File: src/rtl/hsrx_pkg.sv
package hsrx_pkg;
  localparam int OVS        = 14;          // ticks per bit
  localparam int MID_TICK   = 7;           // confirmation / sample point
  localparam int DATA_BITS  = 8;
  localparam int BITS_CHAR  = DATA_BITS + 2;
  localparam int CHAR_TICKS = OVS * BITS_CHAR;
  localparam int ENTRY_W    = DATA_BITS + 3;
  localparam int BIT_EMPTY  = DATA_BITS;
  localparam int BIT_FERR   = DATA_BITS + 1;
  localparam int BIT_BRK    = DATA_BITS + 2;

  typedef enum logic [2:0] {
    ST_IDLE,
    ST_START,
    ST_DATA,
    ST_STOP,
    ST_HOLD
  } rx_state_t;
endpackage

File: src/rtl/hsrx_tick.sv
module hsrx_tick #(
  parameter int RATE_W = 8
) (
  input  logic              clk,
  input  logic              rst,
  input  logic [RATE_W-1:0] rate_i,
  output logic              tick_o
);
  logic [RATE_W-1:0] cnt_q;

  always_ff @(posedge clk) begin
    if (rst) begin
      cnt_q  <= '0;
      tick_o <= 1'b0;
    end else if (cnt_q >= rate_i) begin
      cnt_q  <= '0;
      tick_o <= 1'b1;
    end else begin
      cnt_q  <= cnt_q + 1'b1;
      tick_o <= 1'b0;
    end
  end
endmodule

File: src/rtl/hsrx_frame.sv
module hsrx_frame
  import hsrx_pkg::*;
(
  input  logic               clk,
  input  logic               rst,
  input  logic               tick_i,
  input  logic               line_i,
  output logic               wr_en_o,
  output logic [ENTRY_W-1:0] wr_data_o,
  output logic               brk_o
);
  localparam int TC_W  = $clog2(OVS);
  localparam int BIX_W = $clog2(DATA_BITS);

  rx_state_t              st_q;
  logic [TC_W-1:0]        tcnt_q;
  logic [BIX_W-1:0]       bidx_q;
  logic [DATA_BITS-1:0]   shift_q;
  logic                   bit_end;
  logic                   mid_hit;
  logic                   is_break;

  assign bit_end  = (tcnt_q == TC_W'(OVS - 1));
  assign mid_hit  = (tcnt_q == TC_W'(MID_TICK - 1));
  assign is_break = !line_i && (shift_q == '0);

  always_ff @(posedge clk) begin
    if (rst) begin
      st_q      <= ST_IDLE;
      tcnt_q    <= '0;
      bidx_q    <= '0;
      shift_q   <= '0;
      wr_en_o   <= 1'b0;
      wr_data_o <= '0;
      brk_o     <= 1'b0;
    end else begin
      wr_en_o <= 1'b0;
      brk_o   <= 1'b0;
      if (tick_i) begin
        case (st_q)
          ST_IDLE: begin
            if (!line_i) begin
              st_q   <= ST_START;
              tcnt_q <= '0;
            end
          end
          ST_START: begin
            if (mid_hit) begin
              tcnt_q <= '0;
              bidx_q <= '0;
              st_q   <= line_i ? ST_IDLE : ST_DATA;
            end else begin
              tcnt_q <= tcnt_q + 1'b1;
            end
          end
          ST_DATA: begin
            if (bit_end) begin
              tcnt_q  <= '0;
              shift_q <= {line_i, shift_q[DATA_BITS-1:1]};
              if (bidx_q == BIX_W'(DATA_BITS - 1)) st_q <= ST_STOP;
              else                                  bidx_q <= bidx_q + 1'b1;
            end else begin
              tcnt_q <= tcnt_q + 1'b1;
            end
          end
          ST_STOP: begin
            if (bit_end) begin
              tcnt_q    <= '0;
              wr_en_o   <= 1'b1;
              brk_o     <= is_break;
              wr_data_o <= {is_break, !line_i, 1'b0, shift_q};
              st_q      <= line_i ? ST_IDLE : ST_HOLD;
            end else begin
              tcnt_q <= tcnt_q + 1'b1;
            end
          end
          ST_HOLD: begin
            if (line_i) st_q <= ST_IDLE;
          end
          default: st_q <= ST_IDLE;
        endcase
      end
    end
  end
endmodule

File: src/rtl/hsrx_idle.sv
module hsrx_idle
  import hsrx_pkg::*;
#(
  parameter int LVL_W = 7
) (
  input  logic             clk,
  input  logic             rst,
  input  logic             tick_i,
  input  logic             wr_i,
  input  logic [1:0]       sel_i,
  input  logic [LVL_W-1:0] level_i,
  output logic             tmo_o
);
  localparam int TT_W = $clog2(CHAR_TICKS);
  localparam int CC_W = 5;

  logic [LVL_W-1:0] lvl_q;
  logic [TT_W-1:0]  tt_q;
  logic [CC_W-1:0]  cc_q;
  logic [CC_W-1:0]  lim_m1;
  logic             armed_q;
  logic             restart;

  always_comb begin
    case (sel_i)
      2'd1:    lim_m1 = CC_W'(3);
      2'd2:    lim_m1 = CC_W'(7);
      default: lim_m1 = CC_W'(15);
    endcase
  end

  assign restart = wr_i || (level_i < lvl_q) || (level_i == '0) || (sel_i == 2'd0);

  always_ff @(posedge clk) begin
    if (rst) begin
      lvl_q   <= '0;
      tt_q    <= '0;
      cc_q    <= '0;
      armed_q <= 1'b1;
      tmo_o   <= 1'b0;
    end else begin
      lvl_q <= level_i;
      tmo_o <= 1'b0;
      if (restart) begin
        tt_q    <= '0;
        cc_q    <= '0;
        armed_q <= 1'b1;
      end else if (tick_i && armed_q) begin
        if (tt_q == TT_W'(CHAR_TICKS - 1)) begin
          tt_q <= '0;
          if (cc_q == lim_m1) begin
            cc_q    <= '0;
            armed_q <= 1'b0;
            tmo_o   <= 1'b1;
          end else begin
            cc_q <= cc_q + 1'b1;
          end
        end else begin
          tt_q <= tt_q + 1'b1;
        end
      end
    end
  end
endmodule

File: src/rtl/hsrx_top.sv
module hsrx_top
  import hsrx_pkg::*;
#(
  parameter int RATE_W = 8,
  parameter int LVL_W  = 7,
  parameter int SYNC_N = 2
) (
  input  logic              clk,
  input  logic              rst,
  input  logic              rxd_i,
  input  logic [RATE_W-1:0] rate_i,
  input  logic [1:0]        tmo_sel_i,
  input  logic [LVL_W-1:0]  rx_level_i,
  output logic              wr_en_o,
  output logic [10:0]       wr_data_o,
  output logic              brk_o,
  output logic              tmo_o
);
  logic [SYNC_N-1:0] sync_q;
  logic              tick;
  logic              wr_en;

  always_ff @(posedge clk) begin
    if (rst) sync_q <= '1;
    else     sync_q <= {sync_q[SYNC_N-2:0], rxd_i};
  end

  hsrx_tick #(.RATE_W(RATE_W)) u_tick (
    .clk    (clk),
    .rst    (rst),
    .rate_i (rate_i),
    .tick_o (tick)
  );

  hsrx_frame u_frame (
    .clk       (clk),
    .rst       (rst),
    .tick_i    (tick),
    .line_i    (sync_q[SYNC_N-1]),
    .wr_en_o   (wr_en),
    .wr_data_o (wr_data_o),
    .brk_o     (brk_o)
  );

  hsrx_idle #(.LVL_W(LVL_W)) u_idle (
    .clk     (clk),
    .rst     (rst),
    .tick_i  (tick),
    .wr_i    (wr_en),
    .sel_i   (tmo_sel_i),
    .level_i (rx_level_i),
    .tmo_o   (tmo_o)
  );

  assign wr_en_o = wr_en;
endmodule

File: config.mk
export PLATFORM = sky130hd
export DESIGN_NAME = hsrx_top
export DESIGN_NICKNAME = d
export VERILOG_FILES = /design/src/rtl/hsrx_pkg.sv /design/src/rtl/hsrx_tick.sv /design/src/rtl/hsrx_frame.sv /design/src/rtl/hsrx_idle.sv /design/src/rtl/hsrx_top.sv
export SDC_FILE = /design/constraint.sdc
export NUM_CORES = 1
export LEC_CHECK = 0
export BUFFER_PORTS_ARGS = -buffer_cell sky130_fd_sc_hd__clkbuf_2
export CAP_MARGIN = 40
export CORE_ASPECT_RATIO = 0.8
export CORE_UTILIZATION = 58
export CTS_CLUSTER_DIAMETER = 30
export DETAILED_ROUTE_END_ITERATION = 10
export HOLD_SLACK_MARGIN = 0.08
export PLACE_DENSITY = 0.79
export SLEW_MARGIN = 20
export SYNTH_ARGS = -nofsm -noshare
export SYNTH_HDL_FRONTEND = slang
export SYNTH_SLANG_ARGS = --single-unit
File: constraint.sdc
create_clock -name clk -period 2.6 [get_ports clk]
set_clock_uncertainty 0.05 [all_clocks]
set_input_delay 0.26 -clock clk [delete_from_list [all_inputs] [get_ports clk]]
set_output_delay 0.26 -clock clk [all_outputs]
set_load 0.02 [all_outputs]
Yosys cells after proc, flatten, opt, wreduce, memory -nomap -nowiden:

Index checks and enable logic that the tools add are counted.

* flip-flop bits (word level): 63
* input port bits: 20
* output and inout port bits: 14
* logic and storage cells: 93

* add/subtract/negate cells: 5
* magnitude comparators: 2
* equality and inequality tests: 18
* multiplexer cells: 23
* bitwise gates (word level): 5
* reduce and logical (&&, ||, !) cells: 25

Operator list (count)
* 3-bit two-way mux: 10
* 8-bit by 1-bit adder with 8-bit output, second input constant: 2
* 3-bit case mux with 5 select lines: 1
* 4-bit two-way mux: 3
* 4-bit case mux with 3 select lines: 1
* 3-bit AND reduction: 4
* 8-bit == test, second input constant: 1
* 8-bit greater-or-equal comparator: 1
* 8-bit logical NOT: 1
* 8-bit two-way mux: 1
* 2-bit by 1-bit inequality test with 1-bit output, second input constant: 4
* 4-bit case mux with 2 select lines: 1
* 4-bit OR reduction: 2
* 7-bit logical NOT: 1
* 7-bit less-than comparator: 1
* 7-bit AND reduction: 1
* 3-bit by 2-bit == test with 1-bit output, second input constant: 2
* 3-bit == test, second input constant: 2
* 2-bit inequality test, second input constant: 3
* 3-bit case mux with 2 select lines: 1
* 2-bit OR reduction: 3
* 5-bit by 1-bit adder with 5-bit output, second input constant: 1
* 5-bit by 4-bit == test with 1-bit output: 1
* 5-bit two-way mux: 1
* 20 further kinds: 29

Depth between registers and ports, before layout:

* depth after elaboration: 5
* depth in mapped cells: 7
* depth with buffers taken out: 7

By module:

A second synthesis with hierarchy kept.

* cell total of the unflattened synthesis: 322
* area, all modules: 3080.5 um^2

By module, submodules not included
* hsrx_frame: times used 1, cells each 136, area an instance 1326.3 um^2
* hsrx_idle: times used 1, cells each 123, area an instance 1108.6 um^2
* hsrx_tick: times used 1, cells each 59, area an instance 593.1 um^2
* hsrx_top: times used 1, cells each 4, area an instance 52.6 um^2

Worst setup path before layout:

Ideal clock, no wire load.

* kind: register -> register
* start: register u_idle.lvl_q[4]
* end: register u_idle.cc_q[0]
* library setup time: 133 ps
* arrival: 1704 ps
* data required time: 2417 ps
* setup slack: 713 ps
* cell stages (with the launch flop): 8
* path buffers: 1
* period minus slack after synthesis: 1887 ps
* path through: dfxtp_1 -> inv_1 -> ha_1 -> a21o_1 -> a211o_1 -> o22ai_1 -> clkbuf_1 -> nor3_1

* word-level cells in the longest chain between the ends: 5

Ends and longest elaborated chain
* start: declaration: line hsrx_idle.sv:17 `logic [LVL_W-1:0] lvl_q;`
* start signal: assignment: line hsrx_idle.sv:42 `lvl_q <= level_i;`
* 7-bit less-than comparator: line hsrx_idle.sv:32 `assign restart = wr_i || (level_i < lvl_q) || (level_i == '0) || (sel_i == 2'd0);`
* 1-bit logical OR (3 in series): line hsrx_idle.sv:32
* 2-bit OR reduction (no source line)
* end signal: assignment: line hsrx_idle.sv:56 `cc_q <= cc_q + 1'b1;`
* end: declaration: line hsrx_idle.sv:19 `logic [CC_W-1:0] cc_q;`

No other way between the ends.
A chain may end at the register's enable or synchronous reset.

Worst setup path after layout:

* start: register u_tick.cnt_q[0]
* end: register u_tick.cnt_q[3]

* word-level cells in the longest chain between the ends: 2
* elaborated cells between the ends (all ways): 3
* classes of those cells: 1 x add/sub; 1 x order compare; 1 x reduce/logical

Ends and longest elaborated chain
* start: declaration: line hsrx_tick.sv:9 `logic [RATE_W-1:0] cnt_q;`
* start signal: assignment: line hsrx_tick.sv:19 `cnt_q <= cnt_q + 1'b1;`
* 8-bit greater-or-equal comparator: line hsrx_tick.sv:15 `end else if (cnt_q >= rate_i) begin`
* 2-bit OR reduction (no source line)

Several ways; a longest one is shown, not always the timed one.

==> run_results.csv <==
group,metric,value,unit
cts,cts_tree,"done",
final_layout,nFillCells,366,
drt,routed_via_density,5.50,
sta,min_period_over_period,0.720,
cts,numClockSinks,63,
worst_setup_path,cp_slowest_cell,"o31ai_2",
global_route,grt_pass1_vias,2067,
yosys,synth_cell_types,49,
cts,holdBufCountCts,1,
yosys,ys.flop_type,"dfxtp_1",
floorplanning,dieHeight,65.7,um
yosys,post_synth.cell_area_avg,9.56,um2
sta,worst_pin_slew,0.641,ns
worst_setup_path,endpoint_kind,"register",
drt,drtPass1Iterations,5,
cts,cts-resized-gates,0,
worst_setup_path,crit_path_max_incr_delay,0.55,ns
floorplanning,dieArea,5370,um2
yosys,yosys_warnings,0,
drt,drc_errors,0,
power_and_ir_drop,p_clk_frac,0.461,
power_and_ir_drop,p_int,1.62,mW
floorplanning,rows,22,
global_route,antenna_found_initial,0,
drt,first_iter_violations,128,
final_layout,diodes,0,
yosys,yosysSeqAreaShare,0.428,
floorplanning,fp.dieW,81.7,um
yosys,ys_seq_elements,63,
power_and_ir_drop,total_power,2.05,mW
floorplanning,start_util,0.622,
worst_setup_path,start_kind,"register",
final_layout,drive_gt1_frac,0.177,
placed_design,dp_hpwl,3.67,mm
floorplanning,core-area,4730,um2
yosys,synthCells,308,
cts,post_cts_buffers,0,
worst_setup_path,arrival,2.01,ns
power_and_ir_drop,p_sw,0.428,mW
drt,antenna_left,0,
drt,drt_wl_total,5.11,mm
sta,hold_viol,0,
sta,tns,0,ns
worst_setup_path,critical_path_class,"register to register",
global_route,grt_pass1_wl,8.94,mm
cts,clkLatencyLatePin,0.33,ns
power_and_ir_drop,power_density,605,nW/um2
power_and_ir_drop,leakage,1.48,nW
placed_design,port_buffers,32,
hold_path,min_path_type,"input pin to register",
final_layout,multi_input_area,1570,um2
worst_setup_path,path_cells,"inv_1 -> ha_1 -> nand2b_1 -> a21o_1 -> a211oi_1 -> o31ai_2 -> nor3_1",
floorplanning,pin_count,34,
cts,numCtsBuffers,9,
sta,drv_slew,0,
final_layout,stdcell_count,410,
cts,clkTransAtPathRegs,0.06,ns
power_and_ir_drop,power_frac_comb,0.059,
final_layout,seq_area,1260,um2
sta,max_freq,0.534,GHz
sta,finalWorstPathRequiredPeriod,1.87,ns
drt,post_drt_wl_per_cell,12.5,um
yosys,synth_area,2940,um2
final_layout,final_nets,386,
power_and_ir_drop,switching_share,0.209,
cts,clockBufferDepth,2,
placed_design,gp_congestion,0.812,
global_route,grt_usage,0.224,
drt,vias,2254,
worst_setup_path,cp.required,2.73,ns
yosys,synthArstFlopShare,0,
sta,setup_violations,0,
global_route,grt_max_degree,23,
worst_setup_path,critPathMaxFanout,9,
power_and_ir_drop,seq_power_share,0.481,
run_status,status,"finished, final reports clean",
final_layout,syn_to_final_growth,15.1,%
yosys,synth_edf_count,0,
sta,relSlewSlack,0.571,
global_route,overflow,0,
cts,cts.htree.levels,3,
cts,cts-root-buf,"clkbuf_8",
sta,rsz0062_at_grt,"false",
yosys,syn_nets,349,
power_and_ir_drop,ir_drop,0.000458,V
run,drv_cap,0,
placed_design,dp_cells,393,
-- synth_stat cells (2+ instances only) --
cell	instances	area share
and3_1	6	0.013
nor4_4	2	0.014
nor4_1	5	0.011
nand4_1	6	0.013
or3_1	4	0.0085
o21ai_0	3	0.0051
buf_4	2	0.0051
a21oi_1	11	0.019
nor3_1	24	0.041
nand2_1	12	0.015
mux2i_1	11	0.037
nand4bb_1	2	0.0076
xnor2_1	7	0.021
a211oi_1	2	0.0051
clkbuf_1	7	0.0089
or2_2	2	0.0042
or4_1	2	0.0051
nand2b_1	9	0.019
or3b_1	2	0.0060
nand3_1	11	0.019
dfxtp_1	63	0.43
inv_1	18	0.023
a22o_1	8	0.024
xor2_1	14	0.042
ha_1	21	0.089
a21o_1	3	0.0076
nor2_1	20	0.025
a211o_1	2	0.0060
nor2b_1	9	0.019
-- area by class of cell --
cell class / instances / share of cell area
Tap cell: 60 / 0.0221
Clock buffer: 13 / 0.0469
Clock inverter: 3 / 0.0192
Sequential cell: 63 / 0.372
Inverter: 19 / 0.0210
Timing Repair Buffer: 36 / 0.0568
Multi-Input combinational cell: 216 / 0.462
-- flip-flops by register name, indices dropped and copies added (netlist names), 2 cells and up --
| name | count |
|---|---|
| u_frame.wr_data_o | 10 |
| u_frame.bidx_q | 3 |
| u_frame.st_q | 3 |
| u_idle.tt_q | 8 |
| u_frame.tcnt_q | 4 |
| u_idle.lvl_q | 7 |
| u_tick.cnt_q | 8 |
| u_idle.cc_q | 5 |
| sync_q | 2 |
| u_frame.shift_q | 8 |
-- through the flow --
stage	setup slack (ns)	hold slack, ns	cell area, um2	utilization
after floorplan	0.713	0.314	2940	-
after global placement	0.776	0.341	3160	0.666
after detailed placement	0.702	0.347	3160	0.666
after CTS	0.710	0.119	3390	0.716
after global routing	0.534	0.143	3390	0.716
final	0.727	0.139	3390	0.716
-- layout by cell type, fill, tap and decap left out, types with 3 or more instances in the layout --
cell      Yosys  final
inv_1        18     18
clkbuf_2      0     32
xnor2_1       7      7
or3_1         4      4
buf_4         2      3
mux2i_1      11     11
nor2_1       20     20
a21oi_1      11     11
nor2b_1       9      9
a22o_1        8      8
and3_1        6      6
dfxtp_1      63     63
clkbuf_8      0     11
xor2_1       14     14
nand2_1      12     12
nor3_1       24     24
o21ai_0       3      3
nor4_1        5      5
nand2b_1      9      9
a21o_1        3      3
ha_1         21     21
nand4_1       6      6
nand3_1      11     11
-- final timing paths --
path	start	endpoint	slack, ns	cells after the start
hold / removal	rx_level_i[6]	u_idle.lvl_q[6]	0.14	2
setup reg to reg	u_tick.cnt_q[0]	u_tick.cnt_q[3]	0.73	7
hold reg to reg	sync_q[0]	sync_q[1]	0.36	1
setup / recovery	u_tick.cnt_q[0]	u_tick.cnt_q[3]	0.73	7
-- power by group through the flow --
stage               Combinational (mW)  Sequential [mW]  Clock, mW
floorplan                       0.0801             1.00          0
global placement                 0.115             1.01          0
detailed placement               0.120             1.01          0
CTS                              0.121            0.985      0.965
global route                     0.136            0.987       1.01
finish                           0.120            0.986      0.944
-- critical path, delay by kind of cell, from the launching register on --
kind / cells / cell delay, ns
AND/OR/NAND/NOR: 2 / 0.21
flip-flops: 1 / 0.40
AO/OA/AOI/OAI: 3 / 0.74
adder cells (fa/ha/maj): 1 / 0.26
buffers and inverters: 1 / 0.06
-- metal layers --
metal,vias up,global-route usage,share of wire
met4,0,0.101,0.012
li1,1166,-,-
met3,7,0.0708,0.048
met2,49,0.357,0.44
met1,1032,0.274,0.50
met5,-,0,0
-- logic make-up (layout without fill, tap and decap cells) --
logic type | after synthesis | after routing | synth area share
simple gates | 124 | 124 | 0.246
flops | 63 | 63 | 0.428
compound gates | 37 | 37 | 0.0918
buf+inv | 29 | 71 | 0.0399
fa+ha+maj | 21 | 21 | 0.0892
xor+xnor | 21 | 21 | 0.0625
mux | 12 | 12 | 0.0412
other cells | 1 | 1 | 0.00127
No activity file was read; power rests on OpenSTA's default activity.
